## src/rtl/oneshot_timer_pkg.sv

```systemverilog
package oneshot_timer_pkg;
  typedef enum logic [1:0] {
    ADR_RELOAD = 2'd0,
    ADR_CTRL   = 2'd1,
    ADR_COUNT  = 2'd2,
    ADR_LEVEL  = 2'd3
  } reg_addr_e;

  localparam int CTRL_RUN_BIT = 0;
  localparam int CTRL_IE_BIT  = 1;
endpackage

```

## src/rtl/ost_split_counter.sv

```systemverilog
module ost_split_counter #(
  parameter int LO_W = 16,
  parameter int HI_W = 8,
  localparam int CNT_W = LO_W + HI_W
) (
  input  logic             clk,
  input  logic             rst_n,
  input  logic             load,
  input  logic             dec,
  input  logic [CNT_W-1:0] reload,
  output logic [CNT_W-1:0] value,
  output logic             is_zero
);
  logic [LO_W-1:0] lo_q;
  logic [HI_W-1:0] hi_q;
  logic            lo_wrap;

  assign lo_wrap = (lo_q == '0);
  assign value   = {hi_q, lo_q};
  assign is_zero = lo_wrap && (hi_q == '0);

  always_ff @(posedge clk) begin
    if (!rst_n) begin
      lo_q <= '0;
      hi_q <= '0;
    end else if (load) begin
      lo_q <= reload[LO_W-1:0];
      hi_q <= reload[CNT_W-1:LO_W];
    end else if (dec) begin
      lo_q <= lo_q - 1'b1;
      if (lo_wrap) hi_q <= hi_q - 1'b1;
    end
  end

  assert_dec_by_one_R3: assert property (@(posedge clk) disable iff (!rst_n)
    (dec && !load && !is_zero) |=> (value == $past(value) - 1'b1));

  assert_hi_borrow_only_R3: assert property (@(posedge clk) disable iff (!rst_n)
    (!load && !(dec && lo_wrap)) |=> $stable(hi_q));

  assert_wrap_on_zero_R4: assert property (@(posedge clk) disable iff (!rst_n)
    (dec && !load && is_zero) |=> (value == '1));
endmodule

```

## src/rtl/ost_run_ctrl.sv

```systemverilog
module ost_run_ctrl (
  input  logic clk,
  input  logic rst_n,
  input  logic tick,
  input  logic ext_start,
  input  logic wr_run,
  input  logic wr_run_val,
  input  logic cnt_zero,
  output logic run,
  output logic load,
  output logic dec,
  output logic underflow
);
  logic run_q, loaded_q, stop_wr, run_d;

  assign stop_wr   = wr_run && !wr_run_val;
  assign load      = tick && run_q && !loaded_q && !stop_wr;
  assign dec       = tick && run_q && loaded_q && !stop_wr;
  assign underflow = dec && cnt_zero;
  assign run       = run_q;

  // Priority: software write, then underflow stop, then external start.
  always_comb begin
    if (wr_run)         run_d = wr_run_val;
    else if (underflow) run_d = 1'b0;
    else if (ext_start) run_d = 1'b1;
    else                run_d = run_q;
  end

  always_ff @(posedge clk) begin
    if (!rst_n) begin
      run_q    <= 1'b0;
      loaded_q <= 1'b0;
    end else begin
      run_q <= run_d;
      if (stop_wr || underflow) loaded_q <= 1'b0;
      else if (load)            loaded_q <= 1'b1;
    end
  end

  assert_uf_beats_ext_R7: assert property (@(posedge clk) disable iff (!rst_n)
    (underflow && ext_start && !wr_run) |=> !run_q);

  assert_swen_beats_uf_R8: assert property (@(posedge clk) disable iff (!rst_n)
    (wr_run && wr_run_val) |=> run_q);

  assert_swdis_beats_ext_R9: assert property (@(posedge clk) disable iff (!rst_n)
    (wr_run && !wr_run_val) |=> (!run_q && !loaded_q));

  assert_load_dec_excl_R2: assert property (@(posedge clk) disable iff (!rst_n)
    !(load && dec));
endmodule

```

## src/rtl/ost_output_stage.sv

```systemverilog
module ost_output_stage (
  input  logic clk,
  input  logic rst_n,
  input  logic toggle,
  input  logic lvl_wr,
  input  logic lvl_val,
  input  logic underflow,
  input  logic irq_en,
  output logic level,
  output logic irq
);
  logic level_q, irq_q;

  always_ff @(posedge clk) begin
    if (!rst_n) begin
      level_q <= 1'b0;
      irq_q   <= 1'b0;
    end else begin
      if (lvl_wr)      level_q <= lvl_val;
      else if (toggle) level_q <= !level_q;
      irq_q <= underflow && irq_en;
    end
  end

  assign level = level_q;
  assign irq   = irq_q;

  assert_level_hold_R4: assert property (@(posedge clk) disable iff (!rst_n)
    (!toggle && !lvl_wr) |=> $stable(level_q));

  assert_irq_single_R5: assert property (@(posedge clk) disable iff (!rst_n)
    irq_q |=> !irq_q);

  assert_irq_masked_R5: assert property (@(posedge clk) disable iff (!rst_n)
    !irq_en |=> !irq_q);
endmodule

```

## src/rtl/oneshot_timer.sv

```systemverilog
module oneshot_timer
  import oneshot_timer_pkg::*;
#(
  parameter int LO_W = 16,
  parameter int HI_W = 8,
  localparam int CNT_W = LO_W + HI_W
) (
  input  logic             clk,
  input  logic             rst_n,
  input  logic             reg_we,
  input  logic [1:0]       reg_addr,
  input  logic [CNT_W-1:0] reg_wdata,
  output logic [CNT_W-1:0] reg_rdata,
  input  logic             cnt_tick,
  input  logic             ext_start,
  output logic             pulse_out,
  output logic             irq
);
  logic [CNT_W-1:0] reload_q, cnt_value;
  logic             ie_q, run, load, dec, underflow, cnt_zero;
  logic             wr_ctrl, lvl_wr;
  reg_addr_e        addr;

  assign addr    = reg_addr_e'(reg_addr);
  assign wr_ctrl = reg_we && (addr == ADR_CTRL);
  assign lvl_wr  = reg_we && (addr == ADR_LEVEL) && !run;

  always_ff @(posedge clk) begin
    if (!rst_n) begin
      reload_q <= '0;
      ie_q     <= 1'b0;
    end else begin
      if (reg_we && addr == ADR_RELOAD) reload_q <= reg_wdata;
      if (wr_ctrl)                      ie_q     <= reg_wdata[CTRL_IE_BIT];
    end
  end

  ost_run_ctrl u_ctrl (
    .clk        (clk),
    .rst_n      (rst_n),
    .tick       (cnt_tick),
    .ext_start  (ext_start),
    .wr_run     (wr_ctrl),
    .wr_run_val (reg_wdata[CTRL_RUN_BIT]),
    .cnt_zero   (cnt_zero),
    .run        (run),
    .load       (load),
    .dec        (dec),
    .underflow  (underflow)
  );

  ost_split_counter #(.LO_W(LO_W), .HI_W(HI_W)) u_cnt (
    .clk     (clk),
    .rst_n   (rst_n),
    .load    (load),
    .dec     (dec),
    .reload  (reload_q),
    .value   (cnt_value),
    .is_zero (cnt_zero)
  );

  ost_output_stage u_out (
    .clk       (clk),
    .rst_n     (rst_n),
    .toggle    (load || underflow),
    .lvl_wr    (lvl_wr),
    .lvl_val   (reg_wdata[0]),
    .underflow (underflow),
    .irq_en    (ie_q),
    .level     (pulse_out),
    .irq       (irq)
  );

  always_comb begin
    reg_rdata = '0;
    case (addr)
      ADR_RELOAD: reg_rdata = reload_q;
      ADR_CTRL: begin
        reg_rdata[CTRL_RUN_BIT] = run;
        reg_rdata[CTRL_IE_BIT]  = ie_q;
      end
      ADR_COUNT:  reg_rdata = cnt_value;
      ADR_LEVEL:  reg_rdata[0] = pulse_out;
      default:    reg_rdata = '0;
    endcase
  end

  assert_level_wr_blocked_R10: assert property (@(posedge clk) disable iff (!rst_n)
    (reg_we && addr == ADR_LEVEL && run && !load && !underflow) |=> $stable(pulse_out));
endmodule

```

## config.mk

```make
export PLATFORM = sky130hd
export DESIGN_NAME = oneshot_timer
export DESIGN_NICKNAME = d
export VERILOG_FILES = /design/src/rtl/oneshot_timer_pkg.sv /design/src/rtl/ost_split_counter.sv /design/src/rtl/ost_run_ctrl.sv /design/src/rtl/ost_output_stage.sv /design/src/rtl/oneshot_timer.sv
export SDC_FILE = /design/constraint.sdc
export NUM_CORES = 1
export LEC_CHECK = 0
export BUFFER_PORTS_ARGS = -buffer_cell sky130_fd_sc_hd__buf_2
export CAP_MARGIN = 15
export CELL_PAD_IN_SITES_DETAIL_PLACEMENT = 0
export CELL_PAD_IN_SITES_GLOBAL_PLACEMENT = 2
export CORE_MARGIN = 4
export CORE_UTILIZATION = 35
export CTS_CLUSTER_SIZE = 8
export DETAILED_ROUTE_END_ITERATION = 8
export GPL_TIMING_DRIVEN = 0
export PLACE_DENSITY = 0.9
export SYNTH_ARGS = -nofsm -noshare
export SYNTH_HDL_FRONTEND = slang
export SYNTH_SLANG_ARGS = --single-unit
export TNS_END_PERCENT = 10
```

## constraint.sdc

```tcl
create_clock -name clk -period 4.9 [get_ports clk]
set_clock_uncertainty 0.05 [all_clocks]
set_input_delay 0.245 -clock clk [delete_from_list [all_inputs] [get_ports clk]]
set_output_delay 0.245 -clock clk [all_outputs]
set_load 0.02 [all_outputs]
```

==> results of run 1 <==
-- routing by layer --
layer | up-vias | GRT usage [%] | wire length, um
met5 | - | 0 | 0
met4 | 0 | 7.47 | 321
met3 | 18 | 3.18 | 613
met2 | 99 | 33.2 | 4720
met1 | 1522 | 27.5 | 4870
li1 | 1579 | - | -
-- layout by cell type (no fill, tap or decap), drive strengths merged, types with 6 or more instances in the layout --
master	instances
a21boi	28
a21oi	10
a31oi	6
buf	60
clkbuf	34
dfxtp	53
inv	11
mux2i	24
nand2	69
nand3	6
nor2	37
nor2b	7
nor3	14
nor4	12
o21ai	21
o22ai	7
-- metrics by stage --
stage	utilization, %	total power [W]
2_1_floorplan	-	0.000638
3_3_place_gp	40.9	0.000714
3_5_place_dp	40.9	0.000719
4_1_cts	41.8	0.000975
5_1_grt	41.8	0.00102
6_report	41.8	0.000970
-- worst min-delay path by stage --
stage | to | depth (start not counted)
3_3_place_gp | reload_q[9]$_SDFFE_PN0P_ | 2
4_1_cts | reload_q[5]$_SDFFE_PN0P_ | 3
6_report | reload_q[19]$_SDFFE_PN0P_ | 3
5_1_grt | reload_q[12]$_SDFFE_PN0P_ | 3
2_1_floorplan | reload_q[0]$_SDFFE_PN0P_ | 2
3_5_place_dp | reload_q[8]$_SDFFE_PN0P_ | 2
-- final cells by class --
type	instances	area, sq um
multi-input combinational	310	1940
sequential	53	1060
tap	108	135
timing repair buffer	56	280
buffer	31	121
clock buffer	7	86.3
inverter	11	41.3
fill	941	5100
-- registers in the layout (all words and copies together), names as in the netlist --
name and flops:
ie_q 1, reload_q 24, u_cnt.hi_q 8, u_cnt.lo_q 16
u_ctrl.loaded_q 1, u_ctrl.run 1, u_out.irq 1, u_out.level 1
-- cell families (layout without fill, tap and decap cells) --
logic type | count (synthesis) | in the layout | share of synthesized area [%]
AOI/OAI and AO/OA | 101 | 101 | 22.0
adders and majority gates | 3 | 3 | 1.19
buffers and inverters | 42 | 105 | 5.14
DFF | 53 | 53 | 33.5
muxes | 25 | 25 | 8.30
and+or+nand+nor | 181 | 181 | 29.8
-- worst max-delay path, cell delays in order (launching register included) --
cell and delay, ns:
dfxtp_1 0.38, inv_1 0.12, ha_1 0.30, nor4b_4 0.52, nand4_2 0.23, clkbuf_1 0.30
nor3_1 0.38, o31ai_1 0.13
-- where the power goes --
part,internal (W),switching [W]
clock,0.000113,0.000146
combinational,0.0000872,0.000149
sequential,0.000451,0.0000246
==> summary.md, run 1 <==
| Metric | Value |
|---|---|
| Tmin final | `2.54 ns` |
| Drt via density | `5.59` |
| CTS tree | `done` |
| Hold Path Class | `primary input to flip-flop` |
| Initial core utilization | `approximately 36%` |
| RR Endpoint | `u_ctrl.run$_SDFFE_PN0P_` |
| Critical Path Start Type | `flip-flop` |
| Synth area leader | `dfxtp_1` |
| Root buffer cell | `clkbuf_8` |
| Htree depth | `2` |
| Remaining Overflow, GRT | `0` |
| DRC Markers | `0` |
| CTS sink cnt | `53` |
| Power density cells | `265 nW/um^2` |
| CP Capture Type | `flip-flop` |
| Area contributors post-synth | `dfxtp_1 34%, nand2_1 8.2%, mux2i_1 7.6%` |
| Average wire per cell in the routed design | `18.3 um` |
| HP Start | `reg_wdata[19]` |
| Cell variety after synth | `59` |
| Final hold viol count | `0` |
| Max-slew violations | `0` |
| Die area | `10,600 sq um` |
| Mapped cell area | `3170 sq um` |
| Remaining antenna violation count | `0` |
| Crit path launch | `u_cnt.lo_q[0]$_SDFFE_PN0P_` |
| Min Hold Slack | `0.121 ns` |
| Critical Path Fanout Max | `10` |
| Synth Instances | `~400` |
| DP HPWL | `approximately 7.6 mm` |
| Final setup violation count | `0` |
| Post-Syn Nets | `439` |
| Resized Gates After CTS | `0` |
| Dpl ws | `2.21 ns` |
| DRT iter0 DRCs | `between 150 and 200` |
| Slew at the pin closest to its max-slew limit | `1.01 ns` |
| Unrepaired setup endpoints after global routing | `false` |
| Largest net degree at the start of global routing | `15` |
| Post-synth EDFFs | `0` |
| Critical path class | `flip-flop to flip-flop` |
| Synth Register Bits | `53` |
| Diodes inserted | `0` |
| DIE WIDTH | `103 um` |
| Synth Warn # | `0` |
| Port bufs | `between 50 and 60` |
| Finished Layout Cells | `576` |
| Fin Setup TNS | `0 ns` |
| Fraction of layout cells with a size suffix above 1 | `17.1%` |
| Placed cell count | `around 570` |
| Worst reg2reg path depth | `7` |
| Core footprint | `between 8000 and 9000 sq um` |
| Total CTS buffers | `5` |
| Layout area overhead | `15.8%` |
| I/O Pins | `57` |
| Clock insertion delay at the later pin of the skew report | `0.31 ns` |
| Fraction of registers with async set/reset | `0%` |
| Avg Synthesized Cell Area | `around 7.8 sq um` |
| Max_cap viols | `0` |
| Tcrit/Tclk final | `approximately half` |
| DR pass1 iterations | `5` |
| Status | `finished, final reports clean` |
| Initial antenna violation count | `0` |
| Fin area | `between 3000 and 4000 sq um` |
| R2R setup slack | `approximately 2.4 ns` |
| CP arrival | `2.68 ns` |
| Total track usage | `20.5%` |
| Yosys top cell area share | `33.5%` |
| Post-placement cell area | `3580 sq um` |
| RD Place Congestion | `0.895` |
| RR Startpoint | `u_cnt.lo_q[0]$_SDFFE_PN0P_` |
| Pleak | `1.46 nW` |
| # rows | `34` |
| Worst setup margin | `2.36 ns` |
| Synth cell count leaders | `69 x nand2_1, 53 x dfxtp_1, 37 x nor2_1` |
| Postcts setup bufs | `0` |
| Clk buf depth | `2` |
| Peak VDD IR | `0.000125 V` |
| Worst setup path endpoint | `u_ctrl.run$_SDFFE_PN0P_` |
| Global-route wire length before repair | `approximately 17 mm` |
| Die height | `103 um` |
| Vias in the first global route | `3,205` |
| Max-Slew Margin vs Limit | `about 33%` |
| CTS Hold Bufs | `0` |
| Top FF cell, synth | `dfxtp_1` |
| Count leader, synth | `nand2_1` |
| Via count | `3,218` |
| Fin nets | `502` |
| Drt total wl | `10.5 mm` |
| CP Data Required Time | `5.04 ns` |
| Seq/Total Area, Yosys | `33.5%` |
| Worst-path clk slew | `0.10 ns` |
| Fmax | `approximately 390 MHz` |
Power figures use the tool's default switching activity.
==> inputs of run 2 (changes only) <==
Settings changed: CORE_UTILIZATION 35 to 29, PLACE_DENSITY 0.9 to 0.8.
Clock period 4.9 ns to 2.3 ns, I/O delays scaled along.
==> summary.md, run 2 (synthesis results as in run 1) <==
| Metric | Value |
|---|---|
| Total CTS buffers | `5 (unchanged)` |
| DRC Markers | `0 (unchanged)` |
| DR pass1 iterations | `5 (unchanged)` |
| Worst path buffer plus inverter count | `2 (unchanged)` |
| Biggest regs | `reload_q: 24 flops, u_cnt.lo_q: 16 flops, u_cnt.hi_q: 8 flops (unchanged)` |
| Dpl ws | `-0.182 ns (was 2.21 ns)` |
| Critical Path Fanout Max | `10 (unchanged)` |
| Register share of total power | `43.5% (was 49.0%)` |
| Tmin final | `2.23 ns (was 2.54 ns)` |
| Die height | `112 um (was 103 um)` |
| Max-Slew Margin vs Limit | `43.5% (was 32.5%)` |
| Fmax | `449 MHz (was 393 MHz)` |
| RD Place Congestion | `0.825 (was 0.895)` |
| Remaining antenna violation count | `0 (unchanged)` |
| Max_cap viols | `0 (unchanged)` |
| Layout area overhead | `23.7% (was 15.8%)` |
| Max reg flops | `24 (unchanged)` |
| Commonest non-fill, non-tap cell in the layout | `nand2_1 (unchanged)` |
| Fraction of layout cells with a size suffix above 1 | `17.7% (was 17.1%)` |
| Critical Path, Cell by Cell | `inv_1 > ha_2 > nor4b_4 > nand4_2 > clkbuf_1 > nor3_1 > o31ai_1 (was inv_1 > ha_1 > nor4b_4 > nand4_2 > clkbuf_1 > nor3_1 > o31ai_1)` |
| CP Capture Type | `flip-flop (unchanged)` |
| DP HPWL | `7.90 mm (was 7.63 mm)` |
| Switch share | `30.9% (was 33.0%)` |
| Worst reg2reg path depth | `7 (unchanged)` |
| Peak VDD IR | `0.000246 V (was 0.000125 V)` |
| Crit-path slowest cell | `nor3_1 (was nor4b_4)` |
| Power density cells | `594 nW/um^2 (was 265 nW/um^2)` |
| Root buffer cell | `clkbuf_8 (unchanged)` |
| Pleak | `1.55 nW (was 1.46 nW)` |
| Initial antenna violation count | `0 (unchanged)` |
| CTS sink cnt | `53 (unchanged)` |
| Unrepaired setup endpoints after global routing | `true (was false)` |
| Hold Crit Depth | `3 (unchanged)` |
| Worst setup margin | `0.0723 ns (was 2.36 ns)` |
| Final hold viol count | `0 (unchanged)` |
| Hold Path Class | `primary input to flip-flop (unchanged)` |
| CP Data Required Time | `2.45 ns (was 5.04 ns)` |
| Fin area | `3920 sq um (was 3670 sq um)` |
| Initial core utilization | `30.3% (was 36.1%)` |
| Remaining Overflow, GRT | `0 (unchanged)` |
| CP arrival | `2.38 ns (was 2.68 ns)` |
| I/O Pins | `57 (unchanged)` |
| Post-placement cell area | `3620 sq um (was 3580 sq um)` |
| Family with the most delay on the worst path | `simple AND/OR/NAND/NOR gates (unchanged)` |
| Die area | `12,700 sq um (was 10,600 sq um)` |
| Cell Int Power | `0.00161 W (was 0.000650 W)` |
| Fin nets | `518 (was 502)` |
| Core footprint | `10,500 sq um (was 8760 sq um)` |
| Drt total wl | `11.0 mm (was 10.5 mm)` |
| Power Total | `0.00233 W (was 0.000970 W)` |
| Tcrit/Tclk final | `96.9% (was 51.9%)` |
| Max incr delay on CP | `0.38 ns (was 0.52 ns)` |
| Average wire per cell in the routed design | `17.7 um (was 18.3 um)` |
| HP Start | `reg_wdata[2] (was reg_wdata[19])` |
| RR Endpoint | `u_ctrl.run$_SDFFE_PN0P_ (unchanged)` |
| Top reg by flops | `reload_q (unchanged)` |
| Largest net degree at the start of global routing | `18 (was 15)` |
| Global-route wire length before repair | `17.6 mm (was 16.8 mm)` |
| Worst-path clk slew | `0.11 ns (was 0.10 ns)` |
| Fin Setup TNS | `0 ns (unchanged)` |
| Most frequent cells in the layout | `69 x nand2_1, 59 x buf_2, 53 x dfxtp_1, 37 x nor2_1, 27 x a21boi_0 (was 69 x nand2_1, 59 x buf_2, 53 x dfxtp_1, 37 x nor2_1)` |
| Slew at the pin closest to its max-slew limit | `0.847 ns (was 1.01 ns)` |
| Critical path class | `flip-flop to flip-flop (unchanged)` |
| Total track usage | `17.4% (was 20.5%)` |
| Min Hold Slack | `0.000685 ns (was 0.121 ns)` |
| Clock insertion delay at the later pin of the skew report | `0.32 ns (was 0.31 ns)` |
| Status | `finished, final reports clean (unchanged)` |
| Port bufs | `56 (unchanged)` |
| Final setup violation count | `0 (unchanged)` |
| R2R setup slack | `0.07 ns (was 2.36 ns)` |
| CTS tree | `done (unchanged)` |
| Vias in the first global route | `3,229 (was 3,205)` |
| Clk network pwr share | `33.5% (was 26.7%)` |
| Combinational share of power | `22.9% (was 24.3%)` |
| Hold EP | `reload_q[2]$_SDFFE_PN0P_ (was reload_q[19]$_SDFFE_PN0P_)` |
| RR Startpoint | `u_cnt.lo_q[0]$_SDFFE_PN0P_ (unchanged)` |
| DRT iter0 DRCs | `247 (was 167)` |
| Via count | `3,327 (was 3,218)` |
| Clk buf depth | `2 (unchanged)` |
| Max-slew violations | `0 (unchanged)` |
| DIE WIDTH | `112 um (was 103 um)` |
| Htree depth | `2 (unchanged)` |
| # rows | `37 (was 34)` |
| Critical Path Start Type | `flip-flop (unchanged)` |
| Diodes inserted | `0 (unchanged)` |
| Drt via density | `5.36 (was 5.59)` |
| Net Sw Power | `0.000718 W (was 0.000320 W)` |
[run 2: power groups by stage]
stage          Sequential (W)  Combinational, W  Clock, W
2_1_floorplan         0.00102          0.000341         0
3_3_place_gp          0.00103          0.000497         0
3_5_place_dp          0.00103          0.000500         0
4_1_cts               0.00101          0.000530  0.000801
5_1_grt               0.00102          0.000590  0.000837
6_report              0.00101          0.000533  0.000780
[run 2: layout make-up]
class	count	area [sq um]
buffer	31	121
timing repair buffer	72	435
fill	1157	6550
multi-input combinational	310	1950
clock buffer	5	68.8
inverter	11	41.3
clock inverter	3	68.8
sequential	53	1060
tap	136	170
[run 2: worst max-delay path by stage]
stage,start,endpoint,depth (start not counted)
final,u_cnt.lo_q[0]$_SDFFE_PN0P_,u_ctrl.run$_SDFFE_PN0P_,7
after global routing,u_cnt.lo_q[0]$_SDFFE_PN0P_,u_ctrl.run$_SDFFE_PN0P_,7
after CTS,u_cnt.lo_q[0]$_SDFFE_PN0P_,u_ctrl.run$_SDFFE_PN0P_,7
after detailed placement,reg_addr[1],reload_q[21]$_SDFFE_PN0P_,6
after global placement,reg_addr[1],reload_q[21]$_SDFFE_PN0P_,6
after floorplan,u_cnt.lo_q[0]$_SDFFE_PN0P_,u_cnt.hi_q[5]$_SDFFE_PN0P_,6
[run 2: metrics by stage]
step	cells	util (%)
after floorplan	405	-
after global placement	597	34.6
after detailed placement	597	34.6
after CTS	621	37.4
after global routing	621	37.4
final	621	37.4
[run 2: repair_timing]
item / CTS / global route
setup endpoints to repair: 6 / 12
buffers inserted: 2 / 0
hold buffers: 14 / 0
hold endpoints to repair: 14 / 0
resized for setup: 0 / 2
[run 2: metal layers]
layer	global-route usage, %	part of all wire (%)
met1	24.2	47
met2	28.8	47
met3	2.59	5.1
met4	3.77	1.1
met5	0	0
[run 2: tightest hold or removal path: stages]
cell and delay [ns]:
buf_2 0.10, nand2_1 0.05, a21boi_0 0.07
